### config.mk
export PLATFORM = sky130hd
export DESIGN_NAME = unal_merge
export DESIGN_NICKNAME = d
export VERILOG_FILES = /design/src/rtl/unal_pkg.sv /design/src/rtl/unal_addr_gen.sv /design/src/rtl/unal_byte_merge.sv /design/src/rtl/unal_merge.sv
export SDC_FILE = /design/constraint.sdc
export NUM_CORES = 1
export LEC_CHECK = 0
export ABC_CLOCK_PERIOD_IN_PS = 900
export CAP_MARGIN = 20
export CORE_MARGIN = 3
export CORE_UTILIZATION = 25
export DETAILED_ROUTE_END_ITERATION = 8
export SYNTH_ARGS = -nofsm -noshare
export SYNTH_HDL_FRONTEND = slang
export SYNTH_HIERARCHICAL = 1
export SYNTH_SLANG_ARGS = --single-unit
### constraint.sdc
create_clock -name clk -period 0.9 [get_ports clk]
set_input_delay 0.225 -clock clk [delete_from_list [all_inputs] [get_ports clk]]
set_output_delay 0.225 -clock clk [all_outputs]
set_load 0.02 [all_outputs]
### src/rtl/unal_pkg.sv
package unal_pkg;
    typedef enum logic [1:0] {
        MRG_LOAD_LEFT   = 2'b00,
        MRG_LOAD_RIGHT  = 2'b01,
        MRG_STORE_LEFT  = 2'b10,
        MRG_STORE_RIGHT = 2'b11
    } merge_op_e;
endpackage

### src/rtl/unal_addr_gen.sv
module unal_addr_gen #(
    parameter int ADDR_W = 32,
    parameter int OFF_W  = 16,
    parameter int LANE_W = 2
) (
    input  logic [ADDR_W-1:0] base,
    input  logic [OFF_W-1:0]  offset,
    output logic [ADDR_W-1:0] aligned,
    output logic [LANE_W-1:0] lane
);
    logic [ADDR_W-1:0] eff;

    always_comb begin
        eff     = base + {{(ADDR_W-OFF_W){offset[OFF_W-1]}}, offset};
        aligned = {eff[ADDR_W-1:LANE_W], {LANE_W{1'b0}}};
        lane    = eff[LANE_W-1:0];
    end
endmodule

### src/rtl/unal_byte_merge.sv
module unal_byte_merge #(
    parameter int W    = 32,
    parameter int SH_W = 5,
    parameter bit UP   = 1'b1
) (
    input  logic [W-1:0]    src,
    input  logic [W-1:0]    keep,
    input  logic [SH_W-1:0] sh_bits,
    output logic [W-1:0]    res
);
    localparam logic [W-1:0] ONES = {W{1'b1}};

    generate
        if (UP) begin : g_up
            always_comb res = (src << sh_bits) | (keep & ~(ONES << sh_bits));
        end else begin : g_down
            always_comb res = (src >> sh_bits) | (keep & ~(ONES >> sh_bits));
        end
    endgenerate
endmodule

### src/rtl/unal_merge.sv
module unal_merge
    import unal_pkg::*;
#(
    parameter int DATA_W = 32,
    parameter int ADDR_W = 32,
    parameter int OFF_W  = 16,
    parameter int IDX_W  = 5
) (
    input  logic              clk,
    input  logic              rst_n,
    input  logic              in_valid,
    input  logic [1:0]        in_op,
    input  logic [ADDR_W-1:0] in_base,
    input  logic [OFF_W-1:0]  in_offset,
    input  logic [IDX_W-1:0]  in_dst,
    input  logic [DATA_W-1:0] in_reg,
    input  logic [DATA_W-1:0] in_mem,
    output logic [ADDR_W-1:0] out_addr,
    output logic [DATA_W-1:0] out_data,
    output logic              out_mem_re,
    output logic              out_reg_we,
    output logic              out_mem_we,
    output logic [IDX_W-1:0]  out_dst
);
    localparam int NBYTES = DATA_W / 8;
    localparam int LANE_W = $clog2(NBYTES);
    localparam int SH_W   = LANE_W + 3;
    localparam logic [LANE_W-1:0] TOP_LANE = LANE_W'(NBYTES - 1);

    typedef struct packed {
        logic [ADDR_W-1:0] addr;
        logic [DATA_W-1:0] data;
        logic              re;
        logic              rwe;
        logic              mwe;
        logic [IDX_W-1:0]  dst;
    } st_t;

    st_t st_d, st_q;

    logic [ADDR_W-1:0] aligned;
    logic [LANE_W-1:0] lane;
    logic [SH_W-1:0]   sh_hi, sh_lo;
    logic [DATA_W-1:0] ld_left, ld_right, st_left, st_right;
    merge_op_e         op;

    unal_addr_gen #(.ADDR_W(ADDR_W), .OFF_W(OFF_W), .LANE_W(LANE_W)) u_addr (
        .base(in_base), .offset(in_offset), .aligned(aligned), .lane(lane)
    );

    assign sh_hi = {TOP_LANE - lane, 3'b000};
    assign sh_lo = {lane, 3'b000};

    unal_byte_merge #(.W(DATA_W), .SH_W(SH_W), .UP(1'b1)) u_ld_left (
        .src(in_mem), .keep(in_reg), .sh_bits(sh_hi), .res(ld_left)
    );
    unal_byte_merge #(.W(DATA_W), .SH_W(SH_W), .UP(1'b0)) u_ld_right (
        .src(in_mem), .keep(in_reg), .sh_bits(sh_lo), .res(ld_right)
    );
    unal_byte_merge #(.W(DATA_W), .SH_W(SH_W), .UP(1'b0)) u_st_left (
        .src(in_reg), .keep(in_mem), .sh_bits(sh_hi), .res(st_left)
    );
    unal_byte_merge #(.W(DATA_W), .SH_W(SH_W), .UP(1'b1)) u_st_right (
        .src(in_reg), .keep(in_mem), .sh_bits(sh_lo), .res(st_right)
    );

    always_comb begin
        op   = merge_op_e'(in_op);
        st_d = st_q;
        st_d.re  = 1'b0;
        st_d.rwe = 1'b0;
        st_d.mwe = 1'b0;
        if (in_valid) begin
            st_d.addr = aligned;
            st_d.dst  = in_dst;
            st_d.re   = 1'b1;
            unique case (op)
                MRG_LOAD_LEFT:   st_d.data = ld_left;
                MRG_LOAD_RIGHT:  st_d.data = ld_right;
                MRG_STORE_LEFT:  st_d.data = st_left;
                default:         st_d.data = st_right;
            endcase
            if (op == MRG_STORE_LEFT || op == MRG_STORE_RIGHT) begin
                st_d.mwe = 1'b1;
            end else begin
                st_d.rwe = (in_dst != '0);
            end
        end
    end

    always_ff @(posedge clk or negedge rst_n) begin
        if (!rst_n) st_q <= '0;
        else        st_q <= st_d;
    end

    assign out_addr   = st_q.addr;
    assign out_data   = st_q.data;
    assign out_mem_re = st_q.re;
    assign out_reg_we = st_q.rwe;
    assign out_mem_we = st_q.mwe;
    assign out_dst    = st_q.dst;
endmodule

Word-level counts from Yosys, hierarchy flattened
Cells that the tools add are included.

Add/subtract/negate cells: 2. Equal/unequal tests: 3. Shift-type cells: 8. Muxes and demuxes: 4. Bitwise logic cells: 12. Reductions and logical operators: 3.

Operator list (count): $and 32x32->32 (4); $not 32->32 (4); $or 32x32->32 (4); $pmux 32 s3 (1); $shl 32x5->32 (2); $shl 32x5->32 const A (2); $shr 32x5->32 (2); $shr 32x5->32 const A (2); $add 32x32->32 (1); $mux 8 (1); $reduce_bool 5->1 (1); $eq 2x2->1 const B (2); $eq 2x1->1 const B (1); $logic_not 2->1 (1); $mux 1 (2); $sub 2x2->2 const A (1); $logic_or 1x1->1 (1).

Register bits: 70. Logic and storage cells: 38.

Logic depth before layout (Yosys ltp)
Depth in word-level cells: 7. Gate-level depth with buffers: 12. Depth with buffers taken out: 10.

Hierarchy
The synthesis kept the hierarchy.

By module, submodules not included: unal_byte_merge (u_ld_left ...) (instances 2, cells an instance 330, area each 2563.7 um^2, seq. area each 0.0 um^2); unal_byte_merge (u_ld_right ...) (instances 2, cells an instance 298, area each 2456.1 um^2, seq. area each 0.0 um^2); unal_merge (instances 1, cells an instance 269, area each 3584.7 um^2, seq. area each 1801.7 um^2); unal_addr_gen (instances 1, cells an instance 244, area each 1762.9 um^2, seq. area each 0.0 um^2).

Worst setup path before layout
No wires, ideal clock.

Kind: input to register. From: input port in_offset[0]. To: register st_q (netlist bit out_data[26]). Library setup time: 0.090 ns. Arrival: 2.386 ns. Required time: 0.810 ns. Setup slack: -1.577 ns. Cell stages on the path: 12. Path buffers: 2. Path through: ha_1 > fa_1 > inv_1 > clkbuf_1 > nor2_1 > nand2_1 > clkbuf_1 > o22a_1 > nand3_1 > a211oi_2 > mux2i_1 > o221ai_1.

Longest elaborated chain between the ends: 7. Elaborated cells between the ends (all ways): 23. Those cells by class: 2 x add/sub; 8 x shift; 1 x mux; 12 x bitwise.

RTL lines: start: declaration (RTL line unal_merge.sv:14) `input logic [OFF_W-1:0] in_offset,`; $add 32x32->32 (*) (RTL line unal_addr_gen.sv:14) `eff = base + {{(ADDR_W-OFF_W){offset[OFF_W-1]}}, offset};`; named net lane[1] (RTL line unal_merge.sv:42) `logic [LANE_W-1:0] lane;`; $sub 2x2->2 (*) (RTL line unal_merge.sv:51) `assign sh_hi = {TOP_LANE - lane, 3'b000};`; named net sh_hi[4] (RTL line unal_merge.sv:43) `logic [SH_W-1:0] sh_hi, sh_lo;`; $shl 32x5->32 (RTL line unal_byte_merge.sv:15) `always_comb res = (src << sh_bits) | (keep & ~(ONES << sh_bits));`; $not 32->32 (RTL line unal_byte_merge.sv:15); $and 32x32->32 (RTL line unal_byte_merge.sv:15); $or 32x32->32 (*) (RTL line unal_byte_merge.sv:15); named net ld_left[26] (RTL line unal_merge.sv:44) `logic [DATA_W-1:0] ld_left, ld_right, st_left, st_right;`; $pmux 32 s3 (*) (RTL line unal_merge.sv:77) `unique case (op)`; end signal: assignment (RTL line unal_merge.sv:93) `else st_q <= st_d;`; end: declaration (RTL line unal_merge.sv:39) `st_t st_d, st_q;`.

The timed path passes the listed nets; every way through them passes the cells marked *. A chain may end at the register's enable or synchronous reset.

Worst setup path in the final report
From: input port in_reg[24]. To: register st_q (netlist bit out_data[8]).

Longest elaborated chain between the ends: 3. Elaborated cells between the ends (all ways): 5. Those cells by class: 2 x shift; 1 x mux; 2 x bitwise.

RTL lines: start: declaration (RTL line unal_merge.sv:16) `input logic [DATA_W-1:0] in_reg,`; $shr 32x5->32 (RTL line unal_byte_merge.sv:17) `always_comb res = (src >> sh_bits) | (keep & ~(ONES >> sh_bits));`; $or 32x32->32 (RTL line unal_byte_merge.sv:17); named net st_left[8] (RTL line unal_merge.sv:44); $pmux 32 s3 (RTL line unal_merge.sv:77).

The timed path passes the listed nets, and every way through them passes these cells.

==> out/qor.yml <==
outcome: "complete, but fails checks"
violations: "negative setup slack"
firstDrtPassIters: 5
maxCapViolations: 0
worst_path_largest_cell_delay_ns: 0.56
netlist.area_leader.share_pct: 12.6
drc: 0
r2r_cells: 3
synth_seq_cells: 72
slew_violations: 0
grt_pass1_wl_um: 141000
crit_family: "multiplexers"
dp_hpwl_um: 78500
yosysSeqAreaShare_pct: 11.7
reg2reg_from: "out_addr[6]"
ant_nets: 0
min_from: "in_valid"
clock_path_buffers: 2
top_layer: "met5"
core_sq_um: 60600
avgSynthCellArea_sq_um: 8.70
crit_arrival_ns: 2.59
antenna_found_initial: 5
crit_fanout: 2
rows: 90
cts-root-buf: "clkbuf_16"
final_cell_mix: "564 x buf_4, 173 x mux2i_1, 135 x buf_6, 107 x nand2_1, 79 x mux4_2"
required_ns: 1.12
rsz0062_at_grt: "true"
ir_drop_mv: 1.34
layout_commonest_cell: "buf_4"
clk_pin_slew_ns: 0.07
setup_viol: 134
final-hold-violation-count: 0
r2r_slack_ns: -0.10
placed_cell_area_sq_um: 22400
ioPinCount: 194
h-tree-depth: 3
synthArstFlopShare_pct: 100
fin_crit_ns: 2.37
wl_met1_um: 41100
netlist_area_sq_um: 15400
finalInstanceArea_sq_um: 25300
leakagePower_uw: 0.0108
worstSetupEndpoint: "out_data[8]"
synth_area_leader_cell: "mux2i_1"
powerDensity_nw_per_um2: 1270
die_area_sq_um: 64600
yosys-top-cells-area: "mux2i_1 13%, dfrtp_1 12%, mux4_2 11%, mux2_2 5.3%, o221ai_1 4.0%"
timing.rr.end: "out_addr[6]"
die_w_um: 254
grt-ovfl-total: 0
track_usage_pct: 30.2
yosys_warnings: 6
utilization_pct: 41.7
wl_met3_um: 10300
cts_made_buffers: 9
fin_cells: 3264
cp.depth: 8
grt_max_degree: 65
cpMaxStageDelayCell: "mux4_2"
cts_sinks: 72
tightest_slew_ns: 1.27
io_buffers: 193
holdCritPathClass: "primary input to register"
cts_tree: "built"
setup_ws_ns: -1.47
route.met2.wl_um: 43400
postSynth.topFlopCell: "dfrtp_1"
critPathLaunchType: "primary input"
crit_chain: "clkdlybuf4s50_1, buf_4, mux2_2, mux4_2, o21bai_2, o211ai_1, mux2i_2, o221ai_1"
dr_total_vias: 19500
avgViaCountPerCell: 5.98
grt_pass1_vias: 19500
tns_ns: -88.52
critical_path_class: "primary input to register"
drive_gt1_share_pct: 52.2
critPathCaptureType: "register"
clkLatencyLatePin_ns: 0.35
fin_nets: 2630
gp_congestion: 1.03
syn_inst: 1769
initial_core_util_pct: 25.4
finalWirelength_um: 101000
die_h_um: 254
post-place-ws_ns: -2.74
syn2layout_area_growth_pct: 64.2
cp-startpoint: "in_reg[24]"
fmax_ghz: 0.422
placed_cells: 3183
fin_skew_ns: 0
drt_iter0_drc: 1923
finalCritPeriodShare_pct: 263
synth_edf_count: 0
wire_per_inst_um: 30.9
relSlewSlack_pct: 13.2
critPathBufInv: 2
yosysUniqueCellTypes: 93
## worst reg2reg max path, cell delays in order (launching register included)
cell	delay (ns)
dfrtp_1	0.39
buf_4	0.14
buf_4	0.12
mux2_4	0.25
## state kept, by name (all words and copies together) (netlist names)
signal and count:
out_dst 5, out_mem_we 1, out_mem_re 1, out_reg_we 1
out_data 32, out_addr 32
## synth_stat cells, types with 14 or more instances
| master | number |
|---|---|
| a21oi_1 | 82 |
| or2_2 | 19 |
| mux2_1 | 53 |
| o221ai_1 | 70 |
| nand2b_1 | 64 |
| a21o_1 | 25 |
| and2_1 | 14 |
| a22oi_1 | 14 |
| dfrtp_1 | 72 |
| mux2i_1 | 194 |
| mux2_4 | 16 |
| xor2_1 | 15 |
| nand3_1 | 38 |
| o211ai_1 | 27 |
| inv_1 | 30 |
| buf_2 | 55 |
| buf_1 | 21 |
| o21ai_0 | 101 |
| nor2b_1 | 23 |
| o21ai_1 | 15 |
| buf_4 | 16 |
| mux2_2 | 72 |
| nor3_1 | 25 |
| nand2_1 | 121 |
| clkbuf_1 | 55 |
| o22ai_1 | 41 |
| a31oi_1 | 17 |
| nor2_1 | 93 |
| a211oi_1 | 19 |
| o31ai_1 | 14 |
| ha_1 | 31 |
| mux4_2 | 78 |
## cells by family (layout without fill, tap and decap cells)
family | after synthesis | in the layout | synth area share (%)
buffers and inverters | 209 | 893 | 8.04
multiplexers | 419 | 419 | 35.7
AO/OA/AOI/OAI | 536 | 536 | 24.6
AND/OR/NAND/NOR | 471 | 471 | 15.7
flip-flops | 72 | 72 | 11.7
adder cells (fa/ha/maj) | 32 | 32 | 2.65
other | 2 | 31 | 0.0488
XOR/XNOR | 28 | 28 | 1.59
## what timing repair did
action,CTS,global route
pin swaps,143,68
hold endpoints to repair,72,0
setup buffers,54,21
setup endpoints to repair,134,135
gates cloned,5,2
hold buffers,1,0
gates resized for setup,794,76
## power by group
part           switching [uW]  total (uW)  internal (uW)
Sequential                746        4710           3970
Combinational           12300       23500          11200
Clock                    1650        3800           2150
Total                   14700       32000          17300
## metal layers
| metal | up-vias | global-route usage, % |
|---|---|---|
| met4 | 4 | 15.6 |
| met2 | 1213 | 45.8 |
| met1 | 9755 | 39.7 |
| met3 | 242 | 7.34 |
| li1 | 8298 | - |
| met5 | - | 0 |
## final cells by class
type                            instances  area, sq um
Antenna cell                            1         2.50
Clock buffer                            9          225
Clock inverter                          7         70.1
Fill cell                            6020        35300
Inverter                               34          139
Multi-Input combinational cell       1516        14500
Sequential cell                        72         1820
Tap cell                              782          978
Timing Repair Buffer                  843         7540
## stage by stage
| step | hold WS [ns] | power (uW) |
|---|---|---|
| after floorplan | -0.0706 | 14000 |
| after global placement | 0.187 | 23700 |
| after detailed placement | 0.195 | 23700 |
| after CTS | 0.308 | 30400 |
| after global routing | 0.322 | 33100 |
| final | 0.319 | 32000 |
## how the worst min path moves through the flow
stage / endpoint / cells after the start
final: out_addr[19] / 2
after detailed placement: out_addr[14] / 2
after floorplan: out_addr[0] / 0
after global placement: out_addr[15] / 2
after global routing: out_addr[19] / 2
after CTS: out_addr[19] / 2
No activity file was read; power rests on OpenSTA's default activity.
